$ cat src/rtl/vcm_pkg.sv
package vcm_pkg;

  typedef enum logic [1:0] {
    LANE_8  = 2'd0,
    LANE_16 = 2'd1,
    LANE_32 = 2'd2,
    LANE_64 = 2'd3
  } lane_e;

  typedef enum logic [2:0] {
    PR_EQ    = 3'd0,
    PR_LT    = 3'd1,
    PR_LE    = 3'd2,
    PR_NONE  = 3'd3,
    PR_NE    = 3'd4,
    PR_NLT   = 3'd5,
    PR_NLE   = 3'd6,
    PR_ALL   = 3'd7
  } pred_e;

  localparam int NUM_WIDTHS = 4;

  // Map raw equality / less-than flags onto the selected predicate.
  function automatic logic pred_apply(input logic [2:0] p, input logic eq, input logic lt);
    logic r;
    unique case (pred_e'(p))
      PR_EQ:   r = eq;
      PR_LT:   r = lt;
      PR_LE:   r = lt | eq;
      PR_NONE: r = 1'b0;
      PR_NE:   r = ~eq;
      PR_NLT:  r = ~lt;
      PR_NLE:  r = ~(lt | eq);
      default: r = 1'b1;
    endcase
    return r;
  endfunction

endpackage

$ cat src/rtl/vcm_lane_cmp.sv
// One lane: equality and less-than, signed or unsigned.
module vcm_lane_cmp #(
  parameter int W = 8
) (
  input  logic [W-1:0] a,
  input  logic [W-1:0] b,
  input  logic         sgn,
  output logic         eq,
  output logic         lt
);
  logic [W-1:0] a_bias, b_bias;

  // Flipping the sign bit turns a two's complement order into an unsigned one.
  always_comb begin
    a_bias        = a;
    b_bias        = b;
    a_bias[W-1]   = a[W-1] ^ sgn;
    b_bias[W-1]   = b[W-1] ^ sgn;
  end

  assign eq = (a == b);
  assign lt = (a_bias < b_bias);
endmodule

$ cat src/rtl/vcm_width_bank.sv
// All lanes of one width; flags padded with zeros up to NL_MAX.
module vcm_width_bank #(
  parameter int VW     = 512,
  parameter int W      = 8,
  parameter int NL_MAX = VW / 8
) (
  input  logic [VW-1:0]     a,
  input  logic [VW-1:0]     b,
  input  logic              sgn,
  output logic [NL_MAX-1:0] eq_o,
  output logic [NL_MAX-1:0] lt_o
);
  localparam int NL = VW / W;

  for (genvar i = 0; i < NL; i++) begin : g_lane
    vcm_lane_cmp #(.W(W)) u_cmp (
      .a  (a[i*W +: W]),
      .b  (b[i*W +: W]),
      .sgn(sgn),
      .eq (eq_o[i]),
      .lt (lt_o[i])
    );
  end

  if (NL < NL_MAX) begin : g_pad
    assign eq_o[NL_MAX-1:NL] = '0;
    assign lt_o[NL_MAX-1:NL] = '0;
  end
endmodule

$ cat src/rtl/vcm_mask_form.sv
// Predicate, qualifier and active-lane trimming.
module vcm_mask_form #(
  parameter int NL_MAX = 64
) (
  input  logic [NL_MAX-1:0] eq,
  input  logic [NL_MAX-1:0] lt,
  input  logic [2:0]        pred,
  input  logic [1:0]        lane_sel,
  input  logic [NL_MAX-1:0] qual_mask,
  input  logic              qual_off,
  output logic [NL_MAX-1:0] mask_o
);
  import vcm_pkg::*;

  int unsigned              lanes;
  logic        [NL_MAX-1:0] qual;

  assign lanes = NL_MAX >> lane_sel;
  assign qual  = qual_off ? '1 : qual_mask;

  always_comb begin
    for (int i = 0; i < NL_MAX; i++) begin
      mask_o[i] = (i < lanes) & qual[i] & pred_apply(pred, eq[i], lt[i]);
    end
  end
endmodule

$ cat src/rtl/vcm_out_stage.sv
// Output slot: a one-entry register or a plain pass-through.
module vcm_out_stage #(
  parameter int W   = 64,
  parameter bit REG = 1'b1
) (
  input  logic         clk,
  input  logic         rst_n,
  input  logic         in_valid,
  output logic         in_ready,
  input  logic [W-1:0] d,
  output logic         out_valid,
  input  logic         out_ready,
  output logic [W-1:0] q
);
  if (REG) begin : g_reg
    logic         full;
    logic [W-1:0] data;

    assign in_ready = ~full | out_ready;

    always_ff @(posedge clk or negedge rst_n) begin
      if (!rst_n) begin
        full <= 1'b0;
        data <= '0;
      end else if (in_ready) begin
        full <= in_valid;
        if (in_valid) data <= d;
      end
    end

    assign out_valid = full;
    assign q         = data;
  end else begin : g_comb
    assign in_ready  = out_ready;
    assign out_valid = in_valid;
    assign q         = d;
  end
endmodule

$ cat src/rtl/vcm_top.sv
// Packed integer compare into a per-lane bit mask. VW must be a multiple of 64.
module vcm_top #(
  parameter int VW      = 512,
  parameter bit REG_OUT = 1'b1,
  localparam int NL_MAX = VW / 8
) (
  input  logic              clk,
  input  logic              rst_n,
  input  logic              in_valid,
  output logic              in_ready,
  input  logic [VW-1:0]     op_a,
  input  logic [VW-1:0]     op_b,
  input  logic [1:0]        lane_sel,
  input  logic              is_signed,
  input  logic [2:0]        pred,
  input  logic [NL_MAX-1:0] qual_mask,
  input  logic              qual_off,
  output logic              out_valid,
  input  logic              out_ready,
  output logic [NL_MAX-1:0] res_mask
);
  import vcm_pkg::*;

  logic [NL_MAX-1:0] eq_w [NUM_WIDTHS];
  logic [NL_MAX-1:0] lt_w [NUM_WIDTHS];
  logic [NL_MAX-1:0] eq_sel, lt_sel;
  logic [NL_MAX-1:0] cmp_mask;

  for (genvar g = 0; g < NUM_WIDTHS; g++) begin : g_width
    vcm_width_bank #(
      .VW    (VW),
      .W     (8 << g),
      .NL_MAX(NL_MAX)
    ) u_bank (
      .a   (op_a),
      .b   (op_b),
      .sgn (is_signed),
      .eq_o(eq_w[g]),
      .lt_o(lt_w[g])
    );
  end

  assign eq_sel = eq_w[lane_sel];
  assign lt_sel = lt_w[lane_sel];

  vcm_mask_form #(.NL_MAX(NL_MAX)) u_form (
    .eq       (eq_sel),
    .lt       (lt_sel),
    .pred     (pred),
    .lane_sel (lane_sel),
    .qual_mask(qual_mask),
    .qual_off (qual_off),
    .mask_o   (cmp_mask)
  );

  vcm_out_stage #(.W(NL_MAX), .REG(REG_OUT)) u_out (
    .clk      (clk),
    .rst_n    (rst_n),
    .in_valid (in_valid),
    .in_ready (in_ready),
    .d        (cmp_mask),
    .out_valid(out_valid),
    .out_ready(out_ready),
    .q        (res_mask)
  );
endmodule

$ cat config.mk
export PLATFORM = sky130hd
export DESIGN_NAME = vcm_top
export DESIGN_NICKNAME = d
export VERILOG_FILES = /design/src/rtl/vcm_pkg.sv /design/src/rtl/vcm_lane_cmp.sv /design/src/rtl/vcm_width_bank.sv /design/src/rtl/vcm_mask_form.sv /design/src/rtl/vcm_out_stage.sv /design/src/rtl/vcm_top.sv
export SDC_FILE = /design/constraint.sdc
export NUM_CORES = 2
export LEC_CHECK = 0
export ABC_AREA = 1
export BUFFER_PORTS_ARGS = -buffer_cell sky130_fd_sc_hd__clkbuf_2
export CAP_MARGIN = 5
export CELL_PAD_IN_SITES_DETAIL_PLACEMENT = 1
export CELL_PAD_IN_SITES_GLOBAL_PLACEMENT = 1
export CORE_AREA = 2 2 455 457
export DETAILED_ROUTE_END_ITERATION = 10
export DIE_AREA = 0 0 457 459
export PLACE_DENSITY_LB_ADDON = 0.1
export SYNTH_ARGS = -nofsm -noshare
export SYNTH_HDL_FRONTEND = slang
export SYNTH_SLANG_ARGS = --single-unit
$ cat constraint.sdc
create_clock -name clk -period 2.04 [get_ports clk]
set_clock_uncertainty 0.15 [all_clocks]
set_input_delay 0.408 -clock clk [delete_from_list [all_inputs] [get_ports clk]]
set_output_delay 0.408 -clock clk [all_outputs]
set_load 0.01 [all_outputs]
# --- Yosys cells after proc, flatten, opt, wreduce, memory -nomap -nowiden ---
# Index checks and enable logic that the tools add are counted.
totals:
  output_inout_bits: 66
  register_bits: 65
  word_cells: 902
classes:
  n_mux: 71
  bitwise: 515
  n_eq_ne: 126
  n_shift: 1
  reduce_logical: 2
  magnitude_cmp: 185
ops:
  columns: ["operator", "n"]
  rows:
  - ["6-bit by 32-bit < comparator with 1-bit output, first input constant", 32]
  - ["16-bit == test", 32]
  - ["32-bit == test", 16]
  - ["64-bit == test", 8]
  - ["8-bit == test", 64]
  - ["16-bit < comparator", 32]
  - ["32-bit < comparator", 16]
  - ["5-bit by 32-bit < comparator with 1-bit output, first input constant", 16]
  - ["64-bit < comparator", 8]
  - ["8-bit < comparator", 64]
  - ["1-bit case mux with 7 select lines", 64]
  - ["64-bit two-way mux", 5]
  - ["64-bit binary-select mux with 2-bit select", 2]
  - ["4-bit by 32-bit < comparator with 1-bit output, first input constant", 8]
  - ["1-bit inverter", 193]
  - ["1-bit bitwise AND", 128]
  - ["3-bit by 32-bit < comparator with 1-bit output, first input constant", 4]
  - ["1-bit XOR", 128]
  - ["1-bit OR", 65]
  - ["1-bit by 32-bit < comparator with 1-bit output, first input constant", 2]
  - ["2-bit by 32-bit < comparator with 1-bit output, first input constant", 2]
  - ["7-bit by 2-bit right shift with 32-bit output, first input constant", 1]
  - ["3-bit == test, second input constant", 3]
  - ["3-bit by 2-bit == test with 1-bit output, second input constant", 2]
  - ["other kinds (5)", 5]

# --- Depth between registers and ports, before layout ---
depth:
  ltp_word: 9
  depth_mapped: 22
  ltp_nobuf: 22

# --- Hierarchy ---
# Synthesis repeated with hierarchy kept, for this count alone.
hier_totals:
  hier_cells: 13344
  area_unflattened_um2: 75155.8
modules_own_cells:
  columns: ["module", "instances", "cells_per_inst", "area_each_um2", "seq_area_each_um2"]
  rows:
  - ["vcm_lane_cmp at g_width[0].u_bank.g_lane[0].u_cmp ...", 64, 46, 250.2, 0.0]
  - ["vcm_lane_cmp at g_width[1].u_bank.g_lane[0].u_cmp ...", 32, 86, 486.7, 0.0]
  - ["vcm_lane_cmp at g_width[2].u_bank.g_lane[0].u_cmp ...", 16, 150, 930.9, 0.0]
  - ["vcm_lane_cmp at g_width[3].u_bank.g_lane[0].u_cmp ...", 8, 294, 1778.0, 0.0]
  - ["vcm_top", 1, 1495, 6154.7, 0.0]
  - ["vcm_mask_form", 1, 844, 3631.0, 0.0]
  - ["vcm_out_stage", 1, 282, 2608.8, 1626.6]
  - ["vcm_width_bank at g_width[3].u_bank", 1, 113, 844.6, 0.0]
  - ["vcm_width_bank at g_width[2].u_bank", 1, 97, 724.4, 0.0]
  - ["vcm_width_bank at g_width[1].u_bank", 1, 65, 484.2, 0.0]

# --- Worst setup path before layout ---
# No wires, ideal clock.
synth_path:
  kind: "input -> register"
  from: "in op_b[367]"
  to: "reg u_out.g_reg.data[5], in the netlist u_out.q[5]"
  setup_slack_ps: -225
  arrival_ps: 1994
  t_required_ps: 1769
  cell_stages: 16
  path_buffers: 0
  setup_ps: 121
  path_cell_list: "inv_1 > ha_1 > nand2_1 > nor2_1 > a21boi_0 > nor2_1 > a21oi_1 > nor2_1 > nand2_1 > nand2_1 > nand2_2 > nand2_1 > nand2_1 > nand2_1 > o21bai_1 > nand2_1"
synth_between:
  elab_chain_cells: 8
  word_cells_on_any_way: 14
synth_rtl:
  columns: ["item", "line", "text"]
  rows:
  - ["from (decl)", "vcm_top.sv:12", "input logic [VW-1:0] op_b,"]
  - ["64-bit < comparator / 64-bit == test (equally long branches)", "vcm_lane_cmp.sv:22, vcm_lane_cmp.sv:21", null]
  - ["64-bit binary-select mux with 2-bit select, on equally long branches", "vcm_top.sv:44, vcm_top.sv:43", null]
  - ["64-bit two-way mux, on equally long branches (2 in a row)", "vcm_top.sv:44, vcm_top.sv:43", null]
  - ["1-bit OR", "vcm_pkg.sv:29, vcm_pkg.sv:33", null]
  - ["1-bit inverter", "vcm_pkg.sv:33", "PR_NLE: r = ~(lt | eq);"]
  - ["1-bit case mux with 7 select lines (*)", "vcm_pkg.sv:26", "unique case (pred_e'(p))"]
  - ["1-bit bitwise AND (*)", "vcm_mask_form.sv:23", "mask_o[i] = (i < lanes) & qual[i] & pred_apply(pred, eq[i], lt[i]);"]
  - ["to (signal assigned)", "vcm_out_stage.sv:24", "data <= '0;"]
  - ["to (signal assigned)", "vcm_out_stage.sv:27", "if (in_valid) data <= d;"]
  - ["to (decl)", "vcm_out_stage.sv:17", "logic [W-1:0] data;"]
# Mark *: on every way between the ends. The rest lies on a longest branch, timed or not. The select of a mux whose other input is x is not followed.
# A chain may end at the register's enable or synchronous reset.

# --- Worst setup path after layout ---
layout_path:
  from: "in op_b[166]"
  to: "reg u_out.g_reg.data[2], in the netlist u_out.q[2]"
# Same word-level chain as after synthesis.

==> results.sh <==
export IMPL_run_status="finished with violations"
export IMPL_failed_checks="setup timing"
export IMPL_htreeDepth=3
export IMPL_fin_util=0.244
export IMPL_grt_max_degree=34
export IMPL_avgSynthCellArea_um2=5.69
export IMPL_clk_path_buf_depth=2
export IMPL_setup_viol=45
export IMPL_cts_clk_slew_worst_paths_ps=80
export IMPL_final_antenna_net_count=0
export IMPL_grt_pass1_wl_um=279000
export IMPL_hold_viol=0
export IMPL_synth_ff_type="dfrtp_1"
export IMPL_synthTopCellsByArea="ha_1 (28%), nand2_1 (19%), inv_1 (14%)"
export IMPL_async_reset_ff_frac=1.00
export IMPL_synth_top_area_frac=0.277
export IMPL_fmax_mhz=408
export IMPL_cts_tree="built"
export IMPL_critPathKind="in -> reg"
export IMPL_max_cap_violations=0
export IMPL_path_cells="buf_8, clkinvlp_4, ha_4, nand2_4, nor2_4, buf_6, nand4_1, buf_6, nor2_4, inv_2, nor2_4, nand2_1, nand2_1, nand2_1, nand2_2, nand2_1, nand2_1, nand2_1, o21bai_1, nand2_1"
export IMPL_clock_sinks=65
export IMPL_wl_um=203000
export IMPL_cp_required_ps=2170
export IMPL_cts_buffers=9
export IMPL_dieArea_mm2=0.210
export IMPL_grt_overflow=0
export IMPL_die_w_um=457
export IMPL_grt_util_all_layers=0.187
export IMPL_synth_nets=6108
export IMPL_synth_top_area_cell="ha_1"
export IMPL_drv_slew=0
export IMPL_period_needed_ps=2450
export IMPL_root_buffer="clkbuf_16"
export IMPL_ys_top_cells_by_count="nand2_1 (1278), inv_1 (918), ha_1 (560)"
export IMPL_areaGrowthSynthToFinish_pct=98.4
export IMPL_yosysMostFrequentCell="nand2_1"
export IMPL_dr_pass1_iters=4
export IMPL_cp_data_arrival_time_ps=2580
export IMPL_crit_buf_inv=5
export IMPL_slew_headroom=0.562
export IMPL_start_util=0.123
export IMPL_yosysSeqAreaShare=0.0642
export IMPL_cp_max_fo=4
export IMPL_p_total_mw=14.4
export IMPL_synth_edf_count=0
export IMPL_p_leak_nw=26.8
export IMPL_pre_cts_ws_ps=-1140
export IMPL_layout_drive_gt1_share=0.511
export IMPL_io_pins=1165
export IMPL_synth_cells=4449
export IMPL_clk_latency_ps=390
export IMPL_core_mm2=0.206
export IMPL_crit_slowest_cell="ha_4"
export IMPL_vias=36300
export IMPL_tightestPinTransition_ps=650
export IMPL_nFillCells=25300
export IMPL_io_buffers=1164
export IMPL_gp_congestion=0.847
export IMPL_cpLargestDelayFamily="simple AND/OR/NAND/NOR gates"
export IMPL_nets=8093
export IMPL_synth_area_mm2=0.0253
export IMPL_cpPeakStageDelay_ps=320
export IMPL_p_per_area_mw_per_mm2=286
export IMPL_worst_setup_path_end_kind="flip-flop"
export IMPL_worst_slack_ps=-410
export IMPL_min_path_type="in -> reg"
export IMPL_finalCritPeriodShare=1.20
export IMPL_ys_ff_latch=65
export IMPL_routedWlPerCell_um=22.2
export IMPL_rows=167
export IMPL_ir_drop_uv=327
export IMPL_critPathLaunchType="input pin"
export IMPL_synth_distinct_cells=51
export IMPL_antenna_found_initial=88
export IMPL_drc=0
export IMPL_viasPerCell=3.96
export IMPL_dp_hpwl_um=183000
export IMPL_rsz0062_at_grt="yes"
export IMPL_drt_iter0_markers=908
export IMPL_die_h_um=459
export IMPL_grt_pass1_vias=38800
export IMPL_worst_path_most_repeated_cell="nand2_1"
export IMPL_yosys_warnings=0
report_power, final:
| group | switching, mW | total, mW | internal [mW] | leakage [nW] |
|---|---|---|---|---|
| Clock | 0.875 | 1.99 | 1.11 | 0.159 |
| Sequential | 0.0880 | 1.51 | 1.42 | 0.871 |
| Combinational | 5.92 | 10.9 | 4.96 | 25.8 |
| Total | 6.88 | 14.4 | 7.49 | 26.8 |
what timing repair did:
item | in CTS | in global routing
setup endpoints to repair | 61 | 61
resized for setup | 941 | 612
buffers inserted | 86 | 47
pin swaps | 380 | 377
cloned | 2 | 0
hold buffers | 1 | 0
hold endpoints to repair | 19 | 0
worst min-delay path, stage by stage:
cell,delay (ps)
clkbuf_2,80
o221ai_1,100
nand2_1,70
placed cells by master, fill, tap and decap left out, types with 52 or more instances in the layout:
master,Yosys,final
ha_1,560,335
buf_4,4,726
dfrtp_1,65,65
inv_2,14,159
o21ai_1,57,90
nand2_2,5,188
ha_4,0,224
nor2_2,19,54
buf_12,0,53
o21ai_0,238,152
nand2_4,0,116
nand3_1,199,150
inv_1,918,703
inv_4,1,52
buf_6,5,166
nand4_1,61,61
clkbuf_2,0,1065
nor2_4,3,105
a21oi_2,3,83
nor2_1,376,239
nand2_1,1278,977
a21oi_1,306,201
metrics by stage:
stage	TNS, ps	std cells	cell area, um2	hold slack (ps)
after floorplan	-1470	4449	27000	-37.6
after global placement	-47540	9026	42500	298
after global routing	-13410	9154	50200	144
final	-7080	9162	50200	146
after CTS	-7270	9112	47500	121
after detailed placement	-48910	9026	42500	301
state kept, by name, summed over array words and instances (netlist names):
register         cells
u_out.q             64
u_out.out_valid      1
area by class of cell:
type / instances / area [um2] / share of cell area
multi-input combinational: 3358 / 26500 / 0.528
timing repair buffer: 2064 / 14500 / 0.289
inverter: 935 / 3810 / 0.0759
tap: 2704 / 3380 / 0.0674
sequential: 65 / 1630 / 0.0324
clock buffer: 10 / 239 / 0.00476
clock inverter: 6 / 90.1 / 0.00179
antenna: 19 / 47.5 / 0.000946
timing repair inverter: 1 / 8.76 / 0.000174
per-layer routing:
metal  vias up  track usage  share of wire
li1      18300            -              -
met1     16800        0.217           0.41
met2       899        0.345           0.51
met3       214       0.0424          0.054
met4        72       0.0445          0.025
met5         -            0         0.0021
cells by family after synthesis:
family | share of synthesized area
compound gates | 0.178
fa+ha+maj | 0.277
buf+inv | 0.155
flops | 0.0642
simple gates | 0.326
path summary, 6_finish.rpt:
check | slack [ps] | depth (start not counted) | from | endpoint
max | -410 | 20 | op_b[166] | u_out.q[2]$_DFFE_PN0P_
min | 150 | 3 | qual_mask[48] | u_out.q[48]$_DFFE_PN0P_
max reg2reg | 180 | 8 | u_out.out_valid$_DFFE_PN0N_ | u_out.q[61]$_DFFE_PN0P_
min reg2reg | 330 | 2 | u_out.q[3]$_DFFE_PN0P_ | u_out.q[3]$_DFFE_PN0P_
max in group asynchronous | 700 | 3 | rst_n | u_out.q[41]$_DFFE_PN0P_
min in group asynchronous | 440 | 2 | rst_n | u_out.q[30]$_DFFE_PN0P_
Note: power is estimated with default switching activity, not from simulation.
